===== src/rtl/arith3_pkg.sv =====
package arith3_pkg;

  typedef enum logic [1:0] {
    OPK_IDLE  = 2'd0,
    OPK_ADD   = 2'd1,
    OPK_SUB   = 2'd2,
    OPK_CHAIN = 2'd3
  } opkind_e;

  // flag bit order: [2] add, [1] sub, [0] chain
  localparam logic [2:0] FLAGS_IDLE  = 3'b000;
  localparam logic [2:0] FLAGS_ADD   = 3'b100;
  localparam logic [2:0] FLAGS_SUB   = 3'b010;
  localparam logic [2:0] FLAGS_CHAIN = 3'b111;

  function automatic logic [7:0] wrap_add8(input logic [7:0] x, input logic [7:0] y);
    return x + y;
  endfunction

  function automatic logic [7:0] wrap_sub8(input logic [7:0] x, input logic [7:0] y);
    return x - y;
  endfunction

endpackage


===== src/rtl/opsel_decode.sv =====
module opsel_decode
  import arith3_pkg::*;
#(
  parameter int NUM_OPS = 3,
  localparam int CNT_W = $clog2(NUM_OPS + 1)
) (
  input  logic [2:0]       flags,
  output opkind_e          kind,
  output logic             legal,
  output logic [CNT_W-1:0] need_cnt
);

  always_comb begin
    kind     = OPK_IDLE;
    legal    = 1'b1;
    need_cnt = '0;
    unique case (flags)
      FLAGS_IDLE: ;
      FLAGS_ADD: begin
        kind     = OPK_ADD;
        need_cnt = CNT_W'(2);
      end
      FLAGS_SUB: begin
        kind     = OPK_SUB;
        need_cnt = CNT_W'(2);
      end
      FLAGS_CHAIN: begin
        kind     = OPK_CHAIN;
        need_cnt = CNT_W'(NUM_OPS);
      end
      default: legal = 1'b0;
    endcase
  end

endmodule


===== src/rtl/operand_pick.sv =====
module operand_pick #(
  parameter int WIDTH   = 8,
  parameter int NUM_OPS = 3,
  localparam int CNT_W = $clog2(NUM_OPS + 1)
) (
  input  logic [WIDTH-1:0] opnd [NUM_OPS],
  input  logic [NUM_OPS-1:0] en,
  output logic [WIDTH-1:0] first,
  output logic [WIDTH-1:0] second,
  output logic [CNT_W-1:0] count,
  output logic [WIDTH-1:0] chain_val
);

  // lowest-index enabled operand is first, next one is second
  always_comb begin
    first  = '0;
    second = '0;
    count  = '0;
    for (int i = 0; i < NUM_OPS; i++) begin
      if (en[i]) begin
        if (count == CNT_W'(0))      first  = opnd[i];
        else if (count == CNT_W'(1)) second = opnd[i];
        count = count + CNT_W'(1);
      end
    end
  end

  // sum of all but the last operand, minus the last one
  always_comb begin
    chain_val = '0;
    for (int i = 0; i < NUM_OPS - 1; i++) begin
      chain_val = chain_val + opnd[i];
    end
    chain_val = chain_val - opnd[NUM_OPS-1];
  end

endmodule


===== src/rtl/arith_core.sv =====
module arith_core
  import arith3_pkg::*;
(
  input  opkind_e    kind,
  input  logic [7:0] first,
  input  logic [7:0] second,
  input  logic [7:0] chain_val,
  output logic [7:0] raw
);

  always_comb begin
    unique case (kind)
      OPK_ADD:   raw = wrap_add8(first, second);
      OPK_SUB:   raw = wrap_sub8(first, second);
      OPK_CHAIN: raw = chain_val;
      default:   raw = '0;
    endcase
  end

endmodule


===== src/rtl/arith3_unit.sv =====
module arith3_unit
  import arith3_pkg::*;
(
  input  logic [7:0] opnd_a,
  input  logic [7:0] opnd_b,
  input  logic [7:0] opnd_c,
  input  logic       en_a,
  input  logic       en_b,
  input  logic       en_c,
  input  logic       op_add,
  input  logic       op_sub,
  input  logic       op_chain,
  output logic [7:0] result,
  output logic       err
);

  localparam int WIDTH   = 8;
  localparam int NUM_OPS = 3;
  localparam int CNT_W   = $clog2(NUM_OPS + 1);

  logic [WIDTH-1:0]   opnd_vec [NUM_OPS];
  logic [NUM_OPS-1:0] en_vec;
  logic [2:0]         flags;

  assign opnd_vec[0] = opnd_a;
  assign opnd_vec[1] = opnd_b;
  assign opnd_vec[2] = opnd_c;
  assign en_vec      = {en_c, en_b, en_a};
  assign flags       = {op_add, op_sub, op_chain};

  opkind_e          kind;
  logic             op_legal;
  logic [CNT_W-1:0] need_cnt;
  logic [CNT_W-1:0] have_cnt;
  logic [WIDTH-1:0] first, second, chain_val, raw;
  logic             cnt_ok;
  logic             is_idle;

  opsel_decode #(.NUM_OPS(NUM_OPS)) u_dec (
    .flags    (flags),
    .kind     (kind),
    .legal    (op_legal),
    .need_cnt (need_cnt)
  );

  operand_pick #(.WIDTH(WIDTH), .NUM_OPS(NUM_OPS)) u_pick (
    .opnd      (opnd_vec),
    .en        (en_vec),
    .first     (first),
    .second    (second),
    .count     (have_cnt),
    .chain_val (chain_val)
  );

  arith_core u_core (
    .kind      (kind),
    .first     (first),
    .second    (second),
    .chain_val (chain_val),
    .raw       (raw)
  );

  assign cnt_ok  = (have_cnt == need_cnt);
  assign is_idle = op_legal && (kind == OPK_IDLE);
  assign err     = !op_legal || (!is_idle && !cnt_ok);
  assign result  = (err || is_idle) ? '0 : raw;

endmodule


===== config.mk =====
export PLATFORM = sky130hd
export DESIGN_NAME = arith3_unit
export DESIGN_NICKNAME = d
export VERILOG_FILES = /design/src/rtl/arith3_pkg.sv /design/src/rtl/opsel_decode.sv /design/src/rtl/operand_pick.sv /design/src/rtl/arith_core.sv /design/src/rtl/arith3_unit.sv
export SDC_FILE = /design/constraint.sdc
export NUM_CORES = 1
export LEC_CHECK = 0
export BUFFER_PORTS_ARGS = -buffer_cell sky130_fd_sc_hd__buf_4
export CAP_MARGIN = 20
export CORE_MARGIN = 8
export CORE_UTILIZATION = 35
export DETAILED_ROUTE_END_ITERATION = 8
export PLACE_DENSITY = 0.7
export SLEW_MARGIN = 20
export SYNTH_ARGS = -nofsm -noshare
export SYNTH_HDL_FRONTEND = slang
export SYNTH_SLANG_ARGS = --single-unit

===== constraint.sdc =====
create_clock -name vclk -period 4.7
set_clock_uncertainty 0.15 [all_clocks]
set_input_delay 0.94 -clock vclk [all_inputs]
set_output_delay 0.94 -clock vclk [all_outputs]
set_load 0.1 [all_outputs]

## Yosys cells after proc, flatten, opt, wreduce, memory -nomap -nowiden

Index checks and enable logic that the tools add are counted.

| storage, ports and cells | value |
|---|---|
| register bits after elaboration | 0 |
| input port bits | 30 |

| operators by class | value |
|---|---|
| add/sub/neg operators | 6 |
| eq/ne operators | 9 |
| mux-type cells | 19 |
| reductions and logical operators | 13 |

Operators by type and width:

| kind | count |
|---|---|
| two-way mux 8 bit | 12 |
| case mux 8 bit (3 select lines) | 1 |
| adder 8 bit | 2 |
| subtractor 8 bit | 2 |
| equality test 3 bit, second input constant | 2 |
| logical NOT 2 bit | 3 |
| case mux 2 bit (3 select lines) | 1 |
| equality test 2 x 1 -> 1 bit, second input constant | 2 |
| equality test 2 bit, second input constant | 2 |
| two-way mux 2 bit | 2 |
| case mux 2 bit (2 select lines) | 1 |
| OR reduction 4 bit | 1 |
| equality test 3 x 2 -> 1 bit, second input constant | 1 |
| logical NOT 1 bit | 3 |
| logical NOT 3 bit | 1 |
| adder 1 x 1 -> 2 bit, second input constant | 1 |
| adder 2 x 1 -> 2 bit, second input constant | 1 |
| equality test 2 bit | 1 |
| logical AND 1 bit | 2 |
| logical OR 1 bit | 2 |
| two-way mux 1 bit | 2 |
| OR reduction 2 bit | 1 |
| equality test 1 bit, second input constant | 1 |

## Depth between registers and ports, before layout

Gate-level depths: netlist of the first run.

| depth | value |
|---|---|
| depth after elaboration | 11 |
| depth in mapped cells | 17 |
| depth with buffers taken out | 14 |

## Modules after synthesis

A second synthesis of the first run with hierarchy kept.

| unflattened totals | value |
|---|---|
| cell total of the unflattened synthesis | 245 |
| area total of the unflattened synthesis | 1647.8 µm² |

By module, submodules not included:

| module | times used | cells an instance | area an instance (µm²) |
|---|---|---|---|
| operand_pick | 1 | 136 | 889.6 |
| arith_core | 1 | 86 | 600.6 |
| arith3_unit | 1 | 14 | 92.6 |
| opsel_decode | 1 | 9 | 65.1 |

## Worst setup path after synthesis of the first run

No wires, ideal clock.

| timing path | value |
|---|---|
| path kind | input to output |
| from | input port en_a |
| to | output port result[6] |
| arrival time | 5381 ps |
| data required time | 3610 ps |
| slack | -1771 ps |
| cell stages on the path | 17 |
| buffers on the path | 3 |
| cell sequence | buf_2 buf_1 inv_1 ha_1 nand3b_2 clkbuf_1 nand3_1 nand2_1 nor2b_1 xnor2_1 fa_1 a21o_1 a21o_1 a21oi_1 mux2i_1 o21ai_0 a31oi_1 |

| between the ends | value |
|---|---|
| word-level cells in the longest chain between the ends | 11 |
| elaborated cells on any way between the ends | 29 |
| those cells by class | add/sub: 4; eq/ne: 3; mux: 16; reduce/logical: 6 |

Ends and longest elaborated chain:

| what | RTL line | RTL |
|---|---|---|
| start: declaration | arith3_unit.sv:7 | `input logic en_a,` |
| two-way mux 1 bit | operand_pick.sv:20 | `if (en[i]) begin` |
| equality test 1 bit or adder 1 x 1 -> 2 bit (tied branches) | operand_pick.sv:22, operand_pick.sv:23 |  |
| two-way mux 8 bit or two-way mux 2 bit (tied branches) | operand_pick.sv:22, operand_pick.sv:20 |  |
| two-way mux 8 bit or adder 2 x 1 -> 2 bit (tied branches) | operand_pick.sv:21, operand_pick.sv:23 |  |
| two-way mux 8 bit or two-way mux 2 bit (tied branches) | operand_pick.sv:20 |  |
| two-way mux 8 bit or equality test 2 bit (tied branches) | operand_pick.sv:22, arith3_unit.sv:63 |  |
| two-way mux 8 bit or logical NOT 1 bit (tied branches) | operand_pick.sv:21, arith3_unit.sv:65 |  |
| two-way mux 8 bit or logical AND 1 bit (tied branches) | operand_pick.sv:20, arith3_unit.sv:65 |  |
| subtractor 8 bit (tied with other cells) | arith3_pkg.sv:21 | `return x - y;` |
| case mux 8 bit (3 select lines) or logical OR 1 bit (tied branches) | arith_core.sv:12, arith3_unit.sv:66 |  |
| two-way mux 8 bit * | arith3_unit.sv:66 | `assign result = (err \|\| is_idle) ? '0 : raw;` |
| end: declaration | arith3_unit.sv:13 | `output logic [7:0] result,` |

Every way passes the cells marked *; elsewhere a longest branch is shown, timed or not.

## Worst setup path in the final report of the first run

| timing path | value |
|---|---|
| from | input port opnd_b[0] |
| to | output port result[7] |

| between the ends | value |
|---|---|
| word-level cells in the longest chain between the ends | 9 |
| elaborated cells on any way between the ends | 16 |
| those cells by class | add/sub: 4; mux: 12 |

Ends and longest elaborated chain:

| what | RTL line | RTL |
|---|---|---|
| start: declaration | arith3_unit.sv:5 | `input logic [7:0] opnd_b,` |
| two-way mux 8 bit | operand_pick.sv:22 | `else if (count == CNT_W'(1)) second = opnd[i];` |
| two-way mux 8 bit | operand_pick.sv:21 | `if (count == CNT_W'(0)) first = opnd[i];` |
| two-way mux 8 bit | operand_pick.sv:20 |  |
| two-way mux 8 bit | operand_pick.sv:22 |  |
| two-way mux 8 bit | operand_pick.sv:21 |  |
| two-way mux 8 bit | operand_pick.sv:20 |  |
| subtractor 8 bit or adder 8 bit (tied branches) | arith3_pkg.sv:21, arith3_pkg.sv:17 |  |
| case mux 8 bit (3 select lines) * | arith_core.sv:12 | `unique case (kind)` |
| two-way mux 8 bit * | arith3_unit.sv:66 |  |

Marked as above.

==> flow_summary.json, run 1 <==
{
  "synth.cell_area_um2": 1760,
  "drv_cap": 0,
  "synthCells": 258,
  "die_w_um": 86.9,
  "syn_nets": 317,
  "wl_um": 5280,
  "status": "complete, no violations",
  "cts_hold_buffers": 0,
  "postRouteAntennaNets": 0,
  "viasPerCell": 5.10,
  "gp_congestion": 0.906,
  "finalInstanceArea_um2": 2740,
  "fin_crit_sh_pct": 99.7,
  "pin_count": 39,
  "rows": 26,
  "crit_fanout": 3,
  "period_minus_slack_ps": 4690,
  "synth_fa_ha_area_share_pct": 24.0,
  "dr.pass1.iters": 4,
  "clkbuf_count": 0,
  "synth_top_family_by_area": "compound AO/OA/AOI/OAI gates",
  "ys_warn_count": 0,
  "synth.mux.area_fraction_pct": 1.92,
  "grt_pass1_vias": 2134,
  "post-synth-top-count-cell": "inv_1",
  "synth_xor_area_share_pct": 11.0,
  "critPathArrivalTime_ps": 3600,
  "yosysSeqAreaShare_pct": 0,
  "cp_slowest_stage_delay_ps": 390,
  "setup.worst_path.start_class": "primary input",
  "crit_path_cell_trace": "buf_4, or3_4, o31a_1, a211oi_4, nor3_2, xor2_1, ha_2, or3_4, nor3_2, o21ba_2, o2111ai_4, o211ai_4, buf_12",
  "grt.overflow.total": 0,
  "syn_area_per_cell_um2": 6.82,
  "tightestPinTransition_ps": 781,
  "start_util_pct": 35.3,
  "grt_max_degree": 13,
  "hold_class": "in -> out",
  "synth_top_area_share_pct": 14.9,
  "diodes": 0,
  "synth-simple-area-share_pct": 25.0,
  "regArea_um2": 0,
  "min_to": "result[0]",
  "grt_pass1_wl_um": 9050,
  "hold_start": "opnd_a[0]",
  "maxSlewViolCount": 0,
  "groute.usage.overall_pct": 14.2,
  "cp_slowest_cell": "or3_4",
  "layout-drive-gt1-share_pct": 42.6,
  "setup_ws_ps": 13.2,
  "wire_per_inst_um": 13.2,
  "min_path_cells": 5,
  "post-dp-hpwl_um": 4480,
  "antenna_found_initial": 0,
  "die_h_um": 86.9,
  "synthTopCellsByArea": "ha_1 15%, fa_1 9.1%, inv_1 7.9%",
  "synth_top_area_cell": "ha_1",
  "achievable-frequency_mhz": 213,
  "critical_path_class": "in -> out",
  "end_kind": "primary output",
  "critPathRequiredTime_ps": 3610,
  "multiInputGateArea_um2": 1830,
  "synth_compound_area_share_pct": 27.5,
  "slew_headroom_pct": 47.9,
  "drtIter0Drc": 71,
  "fin_nets": 390,
  "timing.final.hold_violations": 0,
  "yosys.cell_types.count": 51,
  "areaGrowthSynthToFinish_pct": 55.7,
  "vias": 2034,
  "place_area_um2": 2530,
  "nFillCells": 498,
  "coreArea_um2": 4980,
  "port_buffers": 39,
  "die_area_um2": 7550,
  "setup_viol": 0,
  "ys_top_cells_by_count": "37 x inv_1, 24 x a21oi_1, 21 x ha_1, 20 x nor2_1, 16 x nand2_1",
  "rsz0062_at_grt": "true",
  "irDropWorstVdd_v": 0.000117,
  "drc": 0,
  "p_leak_nw": 1.26,
  "pwr_density_cell_nw_per_um2": 173,
  "dp_slack_ps": -198,
  "nFlopsAndLatches": 0
}
placed cells by master (no fill, tap or decap), types with 5 or more instances in the layout:
cell	Yosys	layout
inv_1	37	35
nand2_1	16	14
a21oi_1	24	17
buf_4	0	76
fa_1	8	7
a21oi_2	0	6
nand3_1	6	5
nor3_1	12	9
nor2_1	20	13
o21ai_0	12	8
xor2_1	9	9
and3_1	7	7
ha_1	21	17
xnor2_1	13	12
worst max-delay path by stage:
stage | startpoint | end | slack [ps] | cells after the start
CTS | en_a | result[7] | 10 | 15
finish | opnd_b[0] | result[7] | 10 | 13
global route | opnd_b[0] | result[7] | -110 | 13
global placement | en_b | result[7] | -130 | 16
detailed placement | en_b | result[7] | -200 | 16
floorplan | en_a | result[6] | -200 | 16
logic make-up after synthesis:
kind of cell,Yosys count
and+or+nand+nor,83
AOI/OAI and AO/OA,72
buffers and inverters,49
adders and majority gates,29
xor gates and xnor gates,22
muxes,3
layer usage:
layer | track usage [%] | part of all wire [%] | wire length [um]
met5 | 0 | 0 | 0
met4 | 1.88 | 1.3 | 68
met3 | 1.60 | 5.2 | 275
met2 | 27.2 | 51 | 2680
met1 | 16.6 | 43 | 2250
critical path: cells and delay by family:
family	cells	cell delay, ps
XOR/XNOR	1	150
AND/OR/NAND/NOR	4	1000
buffers and inverters	2	310
AO/OA/AOI/OAI	5	1000
adder cells (fa/ha/maj)	1	190
repair_timing:
item	in CTS	in global routing
endpoints found under the setup margin	4	4
setup buffers	1	1
cloned	0	0
pin swaps	6	16
gates resized for setup	20	28
area by class of cell:
class                           instances  share of cell area (%)
Multi-Input combinational cell        209                    66.8
Timing Repair Buffer                   82                    24.5
Inverter                               38                    5.48
Tap cell                               70                    3.20
stage by stage:
| step | util (%) | hold WS [ps] | TNS (ps) | power (mW) | std cells |
|---|---|---|---|---|---|
| after floorplan | - | 2350 | -409 | 0.295 | 258 |
| after global placement | 50.8 | 2390 | -415 | 0.422 | 397 |
| after detailed placement | 50.8 | 2380 | -633 | 0.432 | 397 |
| after CTS | 52.4 | 2380 | 0 | 0.452 | 398 |
| after global routing | 55.0 | 2440 | -225 | 0.526 | 399 |
| final | 55.0 | 2380 | 0 | 0.475 | 399 |
power by group:
group	leakage, nW	internal [mW]	switching, mW
Clock	0	0	0
Combinational	1.26	0.227	0.248
Sequential	0	0	0
Total	1.26	0.227	0.248
(Power assumes the default switching activity.)
==> inputs of run 2 (changes only) <==
==> constraint.sdc (replaced) <==
create_clock -name vclk -period 4.7
set_clock_uncertainty 0.15 [all_clocks]
set_input_delay 0.94 -clock vclk [all_inputs]
set_output_delay 0.94 -clock vclk [all_outputs]
set_load 0.005 [all_outputs]
==> flow_summary.json, run 2 (synthesis gave the netlist of run 1 again) <==
{
  "grt_pass1_vias": 1934,
  "crit_start": "en_b",
  "cp_slowest_stage_delay_ps": 390,
  "postRouteAntennaNets": 0,
  "maxSlewViolCount": 0,
  "seqPwrFrac_pct": 0,
  "setup_tns_ps": 0,
  "achievable-frequency_mhz": 216,
  "drtIter0Drc": 84,
  "top_usage_layer": "met2",
  "dp_slack_ps": -72.5,
  "crit_family": "simple AND/OR/NAND/NOR gates",
  "cts_hold_buffers": 0,
  "nFillCells": 507,
  "p_int_uw": 200,
  "pin_count": 39,
  "nFlopsAndLatches": 0,
  "antenna_found_initial": 0,
  "die_area_um2": 7550,
  "coreArea_um2": 4980,
  "grt_pass1_wl_um": 8460,
  "p_switching_uw": 203,
  "grt_util_met1_pct": 15.7,
  "die_h_um": 86.9,
  "setup_viol": 0,
  "p_leak_nw": 1.15,
  "clkbuf_count": 0,
  "setup_ws_ps": 63.2,
  "irDropWorstVdd_v": 0.0000657,
  "wl_um": 5120,
  "tightestPinTransition_ps": 417,
  "place_area_um2": 2270,
  "layout-drive-gt1-share_pct": 34.0,
  "viasPerCell": 5.13,
  "finalInstanceArea_um2": 2470,
  "cp_slowest_cell": "or3_4",
  "slew_headroom_pct": 71.9,
  "p_comb_share_pct": 100.0,
  "gp_congestion": 0.821,
  "setup.worst_path.start_class": "primary input",
  "pwr-share-clk_pct": 0,
  "grt.overflow.total": 0,
  "groute.usage.overall_pct": 13.2,
  "period_minus_slack_ps": 4640,
  "rows": 26,
  "met2_usage_pct": 26.0,
  "crit_path_cell_trace": "buf_8, clkinvlp_4, ha_4, and3b_2, buf_6, a211oi_4, nor3_2, xor2_1, ha_2, or3_4, nor3_4, o21ba_2, o2111ai_1, o211ai_2, buf_4",
  "critPathArrivalTime_ps": 3550,
  "timing.final.hold_violations": 0,
  "diodes": 0,
  "regArea_um2": 0,
  "dr.pass1.iters": 4,
  "post-dp-hpwl_um": 4240,
  "hold_class": "in -> out",
  "finalPower_uw": 404,
  "status": "complete, no violations",
  "final_cell_mix": "61 x buf_4, 36 x inv_1, 20 x nor2_1",
  "critPathRequiredTime_ps": 3610,
  "grt_max_degree": 19,
  "crit_buf_inv": 4,
  "end_kind": "primary output",
  "areaGrowthSynthToFinish_pct": 40.3,
  "crit_fanout": 7,
  "holdWs_ps": 2200,
  "pwr_density_cell_nw_per_um2": 163,
  "grt_use_met3_pct": 1.13,
  "fin_nets": 373,
  "start_util_pct": 35.3,
  "drv_cap": 0,
  "drc": 0,
  "mostFrequentLayoutCell": "buf_4",
  "fin_crit_sh_pct": 98.7,
  "min_path_cells": 4,
  "rsz0062_at_grt": "true",
  "die_w_um": 86.9,
  "wire_per_inst_um": 13.4,
  "p_sw_share_pct": 50.3,
  "vias": 1961,
  "hold_start": "op_chain",
  "port_buffers": 39,
  "min_to": "err",
  "critical_path_class": "in -> out"
}
==> run 2: repair_timing <==
| item | CTS | global route |
|---|---|---|
| setup buffers | 0 | 6 |
| gates resized for setup | 6 | 34 |
| cloned | 0 | 0 |
| pin swaps | 4 | 20 |
| endpoints found under the setup margin | 3 | 4 |
==> run 2: power by group through the flow <==
stage	Combinational (mW)	Clock [mW]	Sequential (mW)
finish	0.404	0	0
global route	0.450	0	0
CTS	0.363	0	0
detailed placement	0.354	0	0
global placement	0.347	0	0
floorplan	0.246	0	0
==> run 2: area by class of cell <==
| cell class | instances | area (um2) | area share (%) |
|---|---|---|---|
| Multi-Input combinational cell | 209 | 1730 | 70.0 |
| Timing Repair Buffer | 65 | 507 | 20.5 |
| Inverter | 38 | 146 | 5.93 |
| Tap cell | 70 | 87.6 | 3.55 |
==> run 2: worst max-delay path by stage <==
| stage | to | slack, ps | depth (start not counted) |
|---|---|---|---|
| floorplan | result[6] | 30 | 16 |
| global placement | result[7] | -20 | 16 |
| detailed placement | result[7] | -70 | 16 |
| CTS | result[7] | 10 | 15 |
| global route | result[6] | -110 | 17 |
| finish | result[7] | 60 | 15 |
==> run 2: routing by layer <==
layer / wire, um / vias to the layer above
met2: 2600 / 45
met3: 272 / 2
met5: 0 / -
met4: 14 / 0
met1: 2230 / 912
li1: - / 1002
==> run 2: metrics by stage <==
step / utilization, % / instances
2_1_floorplan: - / 258
3_5_place_dp: 45.6 / 376
4_1_cts: 46.1 / 376
3_3_place_gp: 45.6 / 376
5_1_grt: 49.6 / 382
6_report: 49.6 / 382
